## src/rtl/vtg_pkg.sv

```systemverilog
package vtg_pkg;

  typedef enum logic [1:0] {
    PH_SYNC  = 2'd0,
    PH_BACK  = 2'd1,
    PH_ACT   = 2'd2,
    PH_FRONT = 2'd3
  } phase_e;

  localparam int unsigned NPH = 4;
  localparam int unsigned POL_W = 4;

  localparam int unsigned ADDR_CTRL   = 0;
  localparam int unsigned ADDR_IRQ_EN = 1;
  localparam int unsigned ADDR_IRQ_ST = 2;
  localparam int unsigned ADDR_POL    = 3;
  localparam int unsigned ADDR_H0     = 4;
  localparam int unsigned ADDR_V0     = 8;

  localparam int unsigned POL_HS   = 0;
  localparam int unsigned POL_VS   = 1;
  localparam int unsigned POL_DE   = 2;
  localparam int unsigned POL_DATA = 3;

endpackage

```

## src/rtl/vtg_axis.sv

```systemverilog
module vtg_axis
  import vtg_pkg::*;
#(
  parameter int unsigned CNT_W = 12
) (
  input  logic                      clk_i,
  input  logic                      rst_ni,
  input  logic                      run_i,
  input  logic                      step_i,
  input  logic [NPH-1:0][CNT_W-1:0] len_i,
  output phase_e                    phase_o,
  output logic [CNT_W-1:0]          cnt_o,
  output logic                      wrap_o
);

  phase_e             phase_q;
  logic [CNT_W-1:0]   cnt_q;
  logic               last;
  logic [1:0]         phase_nxt;

  assign last      = (cnt_q == len_i[phase_q]);
  assign phase_nxt = phase_q + 2'd1;
  assign wrap_o    = run_i & step_i & last & (phase_q == PH_FRONT);

  always_ff @(posedge clk_i or negedge rst_ni) begin
    if (!rst_ni) begin
      phase_q <= PH_SYNC;
      cnt_q   <= '0;
    end else if (!run_i) begin
      phase_q <= PH_SYNC;
      cnt_q   <= '0;
    end else if (step_i) begin
      if (last) begin
        phase_q <= phase_e'(phase_nxt);
        cnt_q   <= '0;
      end else begin
        cnt_q <= cnt_q + 1'b1;
      end
    end
  end

  assign phase_o = phase_q;
  assign cnt_o   = cnt_q;

endmodule

```

## src/rtl/vtg_regs.sv

```systemverilog
module vtg_regs
  import vtg_pkg::*;
#(
  parameter int unsigned AW    = 4,
  parameter int unsigned DW    = 32,
  parameter int unsigned CNT_W = 12
) (
  input  logic                      clk_i,
  input  logic                      rst_ni,
  input  logic                      wr_en_i,
  input  logic                      rd_en_i,
  input  logic [AW-1:0]             addr_i,
  input  logic [DW-1:0]             wdata_i,
  input  logic                      frame_end_i,
  input  logic                      vs_start_i,
  output logic [DW-1:0]             rdata_o,
  output logic                      run_o,
  output logic [POL_W-1:0]          pol_o,
  output logic                      irq_en_o,
  output logic                      irq_stat_o,
  output logic [NPH-1:0][CNT_W-1:0] h_len_o,
  output logic [NPH-1:0][CNT_W-1:0] v_len_o
);

  localparam logic [AW-1:0] A_CTRL = AW'(ADDR_CTRL);
  localparam logic [AW-1:0] A_IEN  = AW'(ADDR_IRQ_EN);
  localparam logic [AW-1:0] A_IST  = AW'(ADDR_IRQ_ST);
  localparam logic [AW-1:0] A_POL  = AW'(ADDR_POL);

  logic                      run_q, ien_q, ist_q;
  logic [POL_W-1:0]          pol_q;
  logic [NPH-1:0][CNT_W-1:0] h_live, v_live, h_sh, v_sh;
  logic [DW-1:0]             rd_mux, rdata_q;
  logic                      ist_clr;
  logic                      unused_wdata;

  assign unused_wdata = ^wdata_i[DW-1:CNT_W];

  always_ff @(posedge clk_i or negedge rst_ni) begin
    if (!rst_ni) begin
      run_q  <= 1'b0;
      ien_q  <= 1'b0;
      pol_q  <= '0;
      h_live <= '0;
      v_live <= '0;
    end else if (wr_en_i) begin
      if (addr_i == A_CTRL) run_q <= wdata_i[0];
      if (addr_i == A_IEN)  ien_q <= wdata_i[0];
      if (addr_i == A_POL)  pol_q <= wdata_i[POL_W-1:0];
      for (int p = 0; p < NPH; p++) begin
        if (addr_i == AW'(ADDR_H0 + p)) h_live[p] <= wdata_i[CNT_W-1:0];
        if (addr_i == AW'(ADDR_V0 + p)) v_live[p] <= wdata_i[CNT_W-1:0];
      end
    end
  end

  // set has priority over a same-cycle clear
  assign ist_clr = wr_en_i & (addr_i == A_IST) & wdata_i[0];

  always_ff @(posedge clk_i or negedge rst_ni) begin
    if (!rst_ni)         ist_q <= 1'b0;
    else if (vs_start_i) ist_q <= 1'b1;
    else if (ist_clr)    ist_q <= 1'b0;
  end

  // geometry seen by the counters changes only between frames
  always_ff @(posedge clk_i or negedge rst_ni) begin
    if (!rst_ni) begin
      h_sh <= '0;
      v_sh <= '0;
    end else if (!run_q || frame_end_i) begin
      h_sh <= h_live;
      v_sh <= v_live;
    end
  end

  always_comb begin
    rd_mux = '0;
    if (addr_i == A_CTRL) rd_mux[0] = run_q;
    if (addr_i == A_IEN)  rd_mux[0] = ien_q;
    if (addr_i == A_IST)  rd_mux[0] = ist_q;
    if (addr_i == A_POL)  rd_mux[POL_W-1:0] = pol_q;
    for (int p = 0; p < NPH; p++) begin
      if (addr_i == AW'(ADDR_H0 + p)) rd_mux[CNT_W-1:0] = h_live[p];
      if (addr_i == AW'(ADDR_V0 + p)) rd_mux[CNT_W-1:0] = v_live[p];
    end
  end

  always_ff @(posedge clk_i or negedge rst_ni) begin
    if (!rst_ni)      rdata_q <= '0;
    else if (rd_en_i) rdata_q <= rd_mux;
  end

  assign rdata_o    = rdata_q;
  assign run_o      = run_q;
  assign pol_o      = pol_q;
  assign irq_en_o   = ien_q;
  assign irq_stat_o = ist_q;
  assign h_len_o    = h_sh;
  assign v_len_o    = v_sh;

endmodule

```

## src/rtl/vtg_top.sv

```systemverilog
module vtg_top
  import vtg_pkg::*;
#(
  parameter int unsigned AW    = 4,
  parameter int unsigned DW    = 32,
  parameter int unsigned CNT_W = 12
) (
  input  logic             clk_i,
  input  logic             rst_ni,
  input  logic             wr_en_i,
  input  logic             rd_en_i,
  input  logic [AW-1:0]    addr_i,
  input  logic [DW-1:0]    wdata_i,
  output logic [DW-1:0]    rdata_o,
  output logic             hsync_o,
  output logic             vsync_o,
  output logic             de_o,
  output logic             data_inv_o,
  output logic [CNT_W-1:0] x_o,
  output logic [CNT_W-1:0] y_o,
  output logic             irq_o
);

  logic                      run, irq_en, irq_stat;
  logic [POL_W-1:0]          pol;
  logic [NPH-1:0][CNT_W-1:0] h_len, v_len;
  phase_e                    h_phase, v_phase;
  logic [CNT_W-1:0]          h_cnt, v_cnt;
  logic                      h_wrap, frame_end, vs_start;
  logic                      hs_act, vs_act, de_act;

  vtg_regs #(.AW(AW), .DW(DW), .CNT_W(CNT_W)) u_regs (
    .clk_i       (clk_i),
    .rst_ni      (rst_ni),
    .wr_en_i     (wr_en_i),
    .rd_en_i     (rd_en_i),
    .addr_i      (addr_i),
    .wdata_i     (wdata_i),
    .frame_end_i (frame_end),
    .vs_start_i  (vs_start),
    .rdata_o     (rdata_o),
    .run_o       (run),
    .pol_o       (pol),
    .irq_en_o    (irq_en),
    .irq_stat_o  (irq_stat),
    .h_len_o     (h_len),
    .v_len_o     (v_len)
  );

  vtg_axis #(.CNT_W(CNT_W)) u_h (
    .clk_i   (clk_i),
    .rst_ni  (rst_ni),
    .run_i   (run),
    .step_i  (1'b1),
    .len_i   (h_len),
    .phase_o (h_phase),
    .cnt_o   (h_cnt),
    .wrap_o  (h_wrap)
  );

  vtg_axis #(.CNT_W(CNT_W)) u_v (
    .clk_i   (clk_i),
    .rst_ni  (rst_ni),
    .run_i   (run),
    .step_i  (h_wrap),
    .len_i   (v_len),
    .phase_o (v_phase),
    .cnt_o   (v_cnt),
    .wrap_o  (frame_end)
  );

  assign vs_start = run & (h_phase == PH_SYNC) & (h_cnt == '0)
                        & (v_phase == PH_SYNC) & (v_cnt == '0);

  assign hs_act = run & (h_phase == PH_SYNC);
  assign vs_act = run & (v_phase == PH_SYNC);
  assign de_act = run & (h_phase == PH_ACT) & (v_phase == PH_ACT);

  assign hsync_o    = ~(hs_act ^ pol[POL_HS]);
  assign vsync_o    = ~(vs_act ^ pol[POL_VS]);
  assign de_o       = ~(de_act ^ pol[POL_DE]);
  assign data_inv_o = pol[POL_DATA];
  assign x_o        = de_act ? h_cnt : '0;
  assign y_o        = de_act ? v_cnt : '0;
  assign irq_o      = irq_stat & irq_en;

endmodule

```

## config.mk

```make
export PLATFORM = sky130hd
export DESIGN_NAME = vtg_top
export DESIGN_NICKNAME = d
export VERILOG_FILES = /design/src/rtl/vtg_pkg.sv /design/src/rtl/vtg_axis.sv /design/src/rtl/vtg_regs.sv /design/src/rtl/vtg_top.sv
export SDC_FILE = /design/constraint.sdc
export NUM_CORES = 1
export LEC_CHECK = 0
export BUFFER_PORTS_ARGS = -buffer_cell sky130_fd_sc_hd__buf_2
export CORE_AREA = 2 2 147 149
export DETAILED_ROUTE_END_ITERATION = 10
export DIE_AREA = 0 0 149 151
export GPL_TIMING_DRIVEN = 0
export PLACE_DENSITY = 0.74
export SKIP_LAST_GASP = 1
export SLEW_MARGIN = 20
export SYNTH_ARGS = -nofsm -noshare
export SYNTH_HDL_FRONTEND = slang
export SYNTH_SLANG_ARGS = --single-unit
export TNS_END_PERCENT = 100
```

## constraint.sdc

```tcl
create_clock -name clk_i -period 3.5 [get_ports clk_i]
set_clock_uncertainty 0.1 [all_clocks]
set_input_delay 0.525 -clock clk_i [delete_from_list [all_inputs] [get_ports clk_i]]
set_output_delay 0.525 -clock clk_i [all_outputs]
set_load 0.01 [all_outputs]
```

==> Word level (Yosys, flattened, before mapping) <==
Index checks and enable logic that the tools add are counted.
{ "word_totals": {"register_bits": 239, "in_bits": 40, "output_inout_bits": 61, "wordCells": 122} }
{ "op_classes": {"add_sub_neg": 4, "order_cmp": 2, "n_eq_ne": 20, "mux": 30, "bitwise_logic": 21, "reduce_logical": 20} }
{ "ops": {"columns": ["operator", "n"], "rows": [
  ["12-bit two-way mux", 17],
  ["12-bit binary-select mux with 2-bit select", 2],
  ["12-bit by 1-bit adder with 12-bit output (second input constant)", 2],
  ["12-bit == test", 2],
  ["12-bit zero test", 2],
  ["2-bit AND reduction", 12],
  ["4-bit by 3-bit == test with 1-bit output (second input constant)", 4],
  ["4-bit == test (second input constant)", 4],
  ["1-bit AND", 15],
  ["2-bit two-way mux", 5],
  ["2-bit == test (second input constant)", 4],
  ["4-bit by 2-bit == test with 1-bit output (second input constant)", 2],
  ["2-bit by 3-bit < comparator with 1-bit output (second input constant)", 2],
  ["2-bit by 1-bit != test with 1-bit output (second input constant)", 3],
  ["1-bit two-way mux", 5],
  ["2-bit by 1-bit adder with 2-bit output (second input constant)", 2],
  ["4-bit by 1-bit == test with 1-bit output (second input constant)", 1],
  ["2-bit zero test", 2],
  ["4-bit zero test", 1],
  ["4-bit two-way mux", 1],
  ["1-bit NOT", 3],
  ["1-bit XOR", 3],
  ["2-bit nonzero test", 1],
  ["1-bit zero test", 1],
  ["1-bit logical OR", 1]
]} }

==> Depth between registers and ports, before layout <==
Gate-level depths: netlist (run 1).
{ "depth": {"ltp_word": 13, "ltp_mapped": 12, "ltp_nobuf": 7} }

==> Cells and area by module <==
A second synthesis (run 1) with hierarchy kept.
{ "hier_totals": {"hier_cells": 929, "area_unflattened_um2": 12012.8} }
{ "by_module_without_submodules": {"columns": ["module", "instances", "cells_each", "area_each_um2", "seq_area_each_um2"], "rows": [
  ["vtg_regs", 1, 673, 9260.1, 5280.1],
  ["vtg_axis", 2, 105, 1212.4, 350.3],
  ["vtg_top", 1, 46, 327.8, 0.0]
]} }

==> Worst setup path after synthesis (run 1) <==
No wires, ideal clock.
{ "synth_path": {"kind": "reg-to-reg", "from": "reg u_v.phase_q[1], in the netlist u_v.phase_o[1]", "to": "reg u_regs.h_sh (netlist bit u_regs.h_len_o[0])", "setup_ns": 0.127, "t_arrival_ns": 2.664, "t_required_ns": 3.273, "setup_slack_ns": 0.608, "path_stages_with_launch": 12, "n_path_buf": 5, "synth_period_minus_slack_ns": 2.892, "cell_sequence": "dfrtp_1 > clkbuf_1 > buf_2 > mux4_2 > xor2_1 > nor4_2 > and2_1 > buf_4 > a31oi_4 > buf_6 > buf_6 > mux2_1"} }
{ "synth_between": {"elab_chain_cells": 6, "elab_cells_between_ends": 7, "cone_classes": "eq/ne: 2; mux: 2; bitwise: 2; reduce/logical: 1"} }
{ "synth_lines": {"columns": ["item", "line", "text"], "rows": [
  ["from (decl)", "vtg_axis.sv:16", "phase_e phase_q;"],
  ["from (signal assigned)", "vtg_axis.sv:34", "phase_q <= phase_e'(phase_nxt);"],
  ["12-bit binary-select mux with 2-bit select", "vtg_axis.sv:21", "assign last = (cnt_q == len_i[phase_q]);"],
  ["12-bit two-way mux (not written as such)", "vtg_axis.sv:21", null],
  ["12-bit == test", "vtg_axis.sv:21", null],
  ["1-bit AND", "vtg_axis.sv:23", "assign wrap_o = run_i & step_i & last & (phase_q == PH_FRONT);"],
  ["1-bit AND (*)", "vtg_axis.sv:23", null],
  ["1-bit logical OR (*)", "vtg_regs.sv:71", "end else if (!run_q || frame_end_i) begin"],
  ["to (signal assigned)", "vtg_regs.sv:72", "h_sh <= h_live;"],
  ["to (decl)", "vtg_regs.sv:32", "logic [NPH-1:0][CNT_W-1:0] h_live, v_live, h_sh, v_sh;"]
]} }
Mark *: on every way between the ends. The rest lies on a longest branch, timed or not. The select of a mux whose other input is x is not followed.
A chain may end at the register's enable or synchronous reset.

==> Worst setup path after layout (run 1) <==
{ "layout_path": {"from": "reg u_v.phase_q[1], in the netlist u_v.phase_o[1]", "to": "reg u_regs.v_sh (netlist bit u_regs.v_len_o[38])"} }
{ "layout_between": {"elab_chain_cells": 6, "elab_cells_between_ends": 7, "cone_classes": "eq/ne: 2; mux: 2; bitwise: 2; reduce/logical: 1"} }
{ "layout_lines": {"columns": ["item", "line", "text"], "rows": [
  ["12-bit binary-select mux with 2-bit select", "vtg_axis.sv:21", null],
  ["12-bit two-way mux (not written as such)", "vtg_axis.sv:21", null],
  ["12-bit == test", "vtg_axis.sv:21", null],
  ["1-bit AND", "vtg_axis.sv:23", null],
  ["1-bit AND (*)", "vtg_axis.sv:23", null],
  ["1-bit logical OR (*)", "vtg_regs.sv:71", null],
  ["to (signal assigned)", "vtg_regs.sv:73", "v_sh <= v_live;"],
  ["to (decl)", "vtg_regs.sv:32", null]
]} }
Marked as above.

==> results.md, run 1 <==
* Max_slew headroom at 43.30%
* Vias in the first global route at 7,531
* Final-report hold violation count at 0
* RSZ-0062 raised after global routing: true
* First drt pass iteration count at 5
* Clock transition at the registers of the reported paths at approximately 0.060 ns
* Clk sinks at 239
* Hold EP: u_regs.irq_en_o
* Pleak at about 0.0057 uW
* Crit-path max FO at 10
* Synth Area in XOR/XNOR at 3.398%
* Critical path required time at 3.82 ns
* Cell Area, Synth at 11,340 um2
* CP endpoint kind: flip-flop
* Inserted Clock Buffers at 25
* Gpl congestion at slightly below 0.9
* Hold Path Stages at 2
* Placeable Area at 20,820 um2
* Max VDD drop at 0.0003971 V
* Post-synth ARST share at 100.0%
* Largest net degree at the start of global routing at 100
* Top Ports at 101
* R2r setup slk at 0.11 ns
* Worst Max-Slew Pin Slew at 0.8474 ns
* Total GRT Usage at 26.36%
* Die area at 22,500 um2
* Synth Area in Adders at 1.103%
* Fmax at around 300 MHz
* CP delay by family, top: buffers and inverters
* Reg2reg start: u_v.phase_o[1]
* Fin cells at around 1,300
* Total number of yosys warnings at 0
* Initial antenna violation count at 1
* Kind of critical path: flip-flop to flip-flop
* Inst Count DP at roughly 1,300
* Die Height at 151 um
* Commonest cells after routing, fill and taps aside: 239 x dfrtp_1, 152 x mux2_2, 61 x buf_2
* Slowest-stage cell, CP: mux4_2
* Commonest non-fill, non-tap cell in the layout: dfrtp_1
* Antenna Violating Nets Remaining at 0
* Final Critical Period at 3.386 ns
* CTS tree: built
* Via/cell ratio at 5.896
* Multiplexer share of the synthesized area at between 20% and 30%
* Worst min-delay path startpoint: wdata_i[0]
* Most used DFF post-synth: dfrtp_1
* Final hold slack at 0.1695 ns
* DRC errors left at 0
* Sequential share of the synthesized area at roughly 53%
* First-pass GRT wire length at approximately 44,000 um
* Iter 0 DRT Violations at 490
* Crit-path cells: buf_2 > buf_4 > mux4_2 > xnor2_1 > nand4_1 > nor4_4 > and2_1 > buf_4 > a31oi_4 > buf_6 > buf_6 > mux2_1
* Power density over the cells at 658.1 nW/um2
* Port-buffer cells at 55
* Grt ovf at 0
* Share of layout cells above drive strength 1 at 31.54%
* Placement row count at 53
* Fin util at a little over three fifths
* Clock Latency Late Sink at approximately 0.54 ns
* Max-slew violations at 0
* Critical path arrival at 3.71 ns
* Synth Area in Simple Gates at 8.375%
* Post-DP HPWL at slightly above 20,000 um
* Antenna cells at 0
* Worst-case reg-to-reg path depth at 12
* WL final at 28,720 um
* Period utilization at 96.73%
* Startpoint Class: flip-flop
* Avg Inst Size Synth at 12.60 um2
* Worst hold path type: primary input to flip-flop
* Initial core utilization at 54.46%
* NumNets Final at 1,056
* Max-cap violations at 0
* #FFs+latches synth at 239
* Clock root buffer: clkbuf_16
* Vias post-DR at ~7,700
* Final setup vio count at 0
* Die X at 149 um
* Worst path bufs/invs at 5
* Status: complete, no violations
* # H-tree levels at 1
* Worst r2r dst: u_regs.v_len_o[38]
* Synthesized instance count at 900
* Largest family of logic cells by synthesized area: multiplexers
* Compound-Gate Fraction of Synth Area at 6.124%
* Area Overhead vs Synth at 14.76%
* Netlist cell types at 47
* CTS Buffer Depth at 3
* Number of synthesized flops with an enable pin at 0
* Routed len/inst at 22.11 um
* Crit path largest cell delay at 0.41 ns
## stage by stage
step,instance area (um2),setup WS (ns),setup TNS (ns),total power [uW]
floorplan,11410,0.6081,0,5154
global placement,12030,-2.363,-562.03,5742
detailed placement,12100,-0.1136,-4.545,5836
CTS,12960,0.01335,0,8578
global route,13010,-0.02152,-0.1133,8920
finish,13010,0.1144,0,8565
## kinds of logic (layout without fill, tap and decap cells)
family / Yosys count / in the layout
other: 1 / 20
buffers and inverters: 86 / 191
AND/OR/NAND/NOR: 194 / 194
AO/OA/AOI/OAI: 105 / 105
XOR/XNOR: 44 / 44
adder cells (fa/ha/maj): 10 / 10
flip-flops: 239 / 239
multiplexers: 221 / 221
## synth_stat cells (all sizes together) (2+ instances only)
cell     number  share of area, %
ha           10               1.1
xnor2        26               2.0
nor3          6              0.26
nand2        54               1.8
mux2i         6              0.53
o21ai        33               1.5
and3          5              0.28
mux4         23               4.6
dfrtp       239                53
o21a          2              0.13
nor2         49               1.6
nand4b        2              0.15
clkbuf       29              0.96
a22oi        20               1.3
mux2        192                19
a21oi        14              0.62
nand3        17              0.75
a221oi       10              0.77
and2         28               1.5
nand2b        6              0.33
nand4        11              0.61
a32oi         3              0.23
inv          12              0.40
buf          44               2.7
or4           3              0.20
a31oi        12              0.79
xor2         18               1.4
o2111ai       3              0.23
or2           5              0.28
a211oi        2              0.13
nor4          7              0.50
## how the worst max path moves through the flow
| stage | slack (ns) | start | end | depth (start not counted) |
|---|---|---|---|---|
| finish | 0.11 | u_v.phase_o[1] | u_regs.v_len_o[38] | 12 |
| global route | -0.02 | u_v.phase_o[0] | u_regs.v_len_o[38] | 12 |
| CTS | 0.01 | u_h.phase_o[0] | u_regs.v_len_o[38] | 10 |
| detailed placement | -0.11 | u_v.phase_o[1] | u_regs.v_len_o[44] | 12 |
| global placement | -2.36 | rst_ni | u_regs.v_live[44] | 1 |
| floorplan | 0.61 | u_v.phase_o[1] | u_regs.h_len_o[0] | 11 |
## report_power, final
group | switching (uW) | internal [uW] | total (uW)
sequential | 554 | 3510 | 4060
clock | 1110 | 1620 | 2730
combinational | 814 | 961 | 1770
total | 2480 | 6090 | 8560
## final cells by class
class	count	area, um2
clock inverter	9	113.9
tap	275	344.1
sequential	239	5981
timing repair buffer	60	365.4
fill	1644	7809
inverter	13	48.80
multi-input combinational	594	4997
buffer	73	426.7
clock buffer	36	737.0
## per-layer routing
metal  track usage (%)  share of wire [%]
met3             3.735                6.2
met2             44.88                 48
met1             35.80                 42
met4             7.238                3.1
met5                 0              0.024
## timing repair
| action | CTS | global route |
|---|---|---|
| hold endpoints to repair | 67 | 0 |
| hold buffers | 1 | 0 |
| gates resized for setup | 2 | 10 |
| setup buffers | 0 | 2 |
| endpoints found under the setup margin | 90 | 61 |
| pin swaps | 0 | 2 |
## sequential cells by signal, summed over array words and instances, names as in the netlist
name	cells
u_v.phase_o	2
u_h.cnt_o	12
u_regs.pol_o	4
u_regs.h_len_o	48
u_regs.v_len_o	48
u_regs.v_live	48
u_h.phase_o	2
u_regs.run_o	1
u_regs.h_live	48
u_regs.rdata_o	12
u_regs.irq_en_o	1
u_v.cnt_o	12
u_regs.irq_stat_o	1
Power figures use the tool's default switching activity.
==> inputs of run 2 (changes only) <==
--- a/config.mk
+++ b/config.mk
@@ -11,6 +11,7 @@
 export DIE_AREA = 0 0 149 151
 export GPL_TIMING_DRIVEN = 0
 export PLACE_DENSITY = 0.74
+export REMOVE_ABC_BUFFERS = 1
 export SKIP_LAST_GASP = 1
 export SLEW_MARGIN = 20
 export SYNTH_ARGS = -nofsm -noshare
==> constraint.sdc (replaced) <==
create_clock -name clk_i -period 4.1 [get_ports clk_i]
set_clock_uncertainty 0.1 [all_clocks]
set_input_delay 0.615 -clock clk_i [delete_from_list [all_inputs] [get_ports clk_i]]
set_output_delay 0.615 -clock clk_i [all_outputs]
set_load 0.02 [all_outputs]
==> run 2 against run 1 <==
  * Cell area decreased by 1.7%
  * Via count fell by 3.3%
  * Die area did not move
==> results.md, run 2 (same netlist as run 1, synthesis figures left out) <==
* Status: complete, no violations
* Final hold slack at 0.3039 ns (+0.1344 ns)
* Post-route setup slack at 0.4019 ns (+0.2875 ns)
* Final Critical Period at 3.698 ns (+0.3125 ns)
* Clock group share of total power at 31.3% (-0.5 points)
* Part of the power in registers at 47.4% (about the same)
* Met1 WL at 11,810 um (-3.0%)
* CTS tree: built
* Routed wl met2 at 12,680 um (-8.5%)
* Initial core utilization at 54.46% (unchanged)
* Switching power at 2046 uW (-17%)
* Period utilization at 90.20% (-6.5 points)
* CTS Buffer Depth at 3 (unchanged)
* Die Height at 151 um (unchanged)
* Commonest non-fill, non-tap cell in the layout: dfrtp_1
* Cell area after layout at 12,790 um2 (-1.7%)
* Iter 0 DRT Violations at 513 (+4.7%)
* Die X at 149 um (unchanged)
* Max layer used: met4
* Placement row count at 53 (unchanged)
* Die area at 22,500 um2 (unchanged)
* DRC errors left at 0 (unchanged)
* Grt ovf at 0 (unchanged)
* Setup TNS at 0 ns (unchanged)
* Area Overhead vs Synth at 12.77%
* CP most frequent cell: buf_16
* Final-report hold violation count at 0 (unchanged)
* First-pass GRT wire length at 42,710 um (-3.6%)
* Worst Max-Slew Pin Slew at 0.9711 ns (+0.1237 ns)
* Clock Latency Late Sink at 0.52 ns (-0.02 ns)
* Antenna cells at 0 (unchanged)
* Power density over the cells at 563.4 nW/um2 (-14%)
* Crit-path cells: mux4_2 > xnor2_1 > nand4_1 > nor4_2 > and2_2 > a31oi_4 > buf_16 > buf_16 > buf_16 > buf_8 > mux2_1
* Total GRT Usage at 25.11% (-1.3 points)
* Max-cap violations at 0 (unchanged)
* Fmax at 270.4 MHz (-8.4%)
* CP endpoint kind: flip-flop
* Placeable Area at 20,820 um2 (unchanged)
* Worst hold path type: primary input to flip-flop
* Final Power at 7205 uW (-16%)
* Initial antenna violation count at 0 (-1)
* Internal at 5159 uW (-15%)
* Fill cells at 1,597 (-2.9%)
* Largest net degree at the start of global routing at 93 (-7.0%)
* Pleak at 0.005575 uW (-2.8%)
* Max VDD drop at 0.0003504 V (-12%)
* NumNets Final at 1,002 (-5.1%)
* Slowest-stage cell, CP: dfrtp_2
* First drt pass iteration count at 4 (-1)
* Clock root buffer: clkbuf_16
* Worst path bufs/invs at 4 (-1)
* Max-slew violations at 0 (unchanged)
* Clk sinks at 239 (unchanged)
* WL final at 27,390 um (-4.7%)
* # H-tree levels at 1 (unchanged)
* Via/cell ratio at 5.961 (+1.1%)
* CP delay by family, top: simple AND/OR/NAND/NOR gates
* Pre-CTS setup slack at -0.8512 ns (-0.7377 ns)
* Final setup vio count at 0 (unchanged)
* Crit-path max FO at 19 (+9)
* Top Ports at 101 (unchanged)
* Vias post-DR at 7,409 (-3.3%)
* Vias in the first global route at 7,368 (-2.2%)
* Kind of critical path: flip-flop to flip-flop
* Critical path arrival at 4.00 ns (+0.29 ns)
* Crit path largest cell delay at 0.76 ns (+0.35 ns)
* Port-buffer cells at 60 (+9.1%)
* Startpoint Class: flip-flop
* Sw Ratio at 28.40% (-0.55 points)
* Inserted Clock Buffers at 26 (+4.0%)
* Post-DP HPWL at 17,660 um (-14%)
* Combinational power share at 21.3% (+0.6 points)
* Critical path required time at 4.40 ns (+0.58 ns)
* Routed len/inst at 22.03 um (-0.36%)
* Gpl congestion at 0.9107 (+2.5%)
* RSZ-0062 raised after global routing: false
* Max_slew headroom at 35.19% (-8.1 points)
* Area after DPL at 11,870 um2 (-1.9%)
* Clock transition at the registers of the reported paths at 0.06 ns (about the same)
* Met3 Wirelength at 1908 um (+6.5%)
* Antenna Violating Nets Remaining at 0 (unchanged)
* Share of layout cells above drive strength 1 at 31.71% (+0.17 points)
* Commonest cells after routing, fill and taps aside: 236 x dfrtp_1, 152 x mux2_2, 59 x buf_2
run 2: final timing paths:
path | start | to | slack [ns] | cells past startpoint
setup / recovery | u_v.phase_o[1] | u_regs.v_len_o[31] | 0.40 | 11
hold / removal | wdata_i[0] | u_regs.pol_o[0] | 0.30 | 2
setup reg to reg | u_v.phase_o[1] | u_regs.v_len_o[31] | 0.40 | 11
hold reg to reg | u_regs.v_len_o[47] | u_regs.v_len_o[47] | 0.39 | 1
max in group asynchronous | rst_ni | u_regs.v_live[4] | 2.14 | 4
min in group asynchronous | rst_ni | u_regs.h_len_o[23] | 0.53 | 2
run 2: metrics by stage:
stage	instances	util [%]
after detailed placement	1190	57.00
after global placement	1181	55.92
after CTS	1237	61.12
after global routing	1243	61.41
after floorplan	846	-
final	1243	61.41
run 2: worst register-to-register path, stage by stage (launching register included):
cell and delay, ns:
dfrtp_2 0.76, mux4_2 0.48, xnor2_1 0.18, nand4_1 0.14
nor4_2 0.43, and2_2 0.32, a31oi_4 0.14, buf_16 0.19
buf_16 0.17, buf_16 0.18, buf_8 0.16, mux2_1 0.32
run 2: cell type report:
| class | instances | area, um2 | share of cell area, % |
|---|---|---|---|
| Clock buffer | 39 | 760.7 | 5.949 |
| Timing Repair Buffer | 78 | 588.1 | 4.599 |
| Clock inverter | 5 | 56.30 | 0.4403 |
| Multi-Input combinational cell | 594 | 5002 | 39.12 |
| Tap cell | 275 | 344.1 | 2.691 |
| Sequential cell | 239 | 5987 | 46.82 |
| Inverter | 13 | 48.80 | 0.3816 |
run 2: layer usage:
layer,global-route usage [%],vias to the layer above
li1,-,3298
met1,34.96,3733
met2,39.47,302
met3,4.759,76
met4,9.714,0
met5,0,-
run 2: power by group through the flow:
stage | combinational (uW) | sequential [uW] | clock (uW)
final | 1530 | 3420 | 2260
after floorplan | 1080 | 3300 | 0
after global routing | 1660 | 3500 | 2380
after global placement | 1420 | 3410 | 0
after CTS | 1530 | 3410 | 2290
after detailed placement | 1510 | 3450 | 0
run 2: what timing repair did:
action / CTS / global route
setup buffers: 2 / 6
endpoints found under the hold margin: 60 / 0
pin swaps: 1 / 1
endpoints found under the setup margin: 96 / 23
hold buffers: 1 / 0
resized for setup: 5 / 1
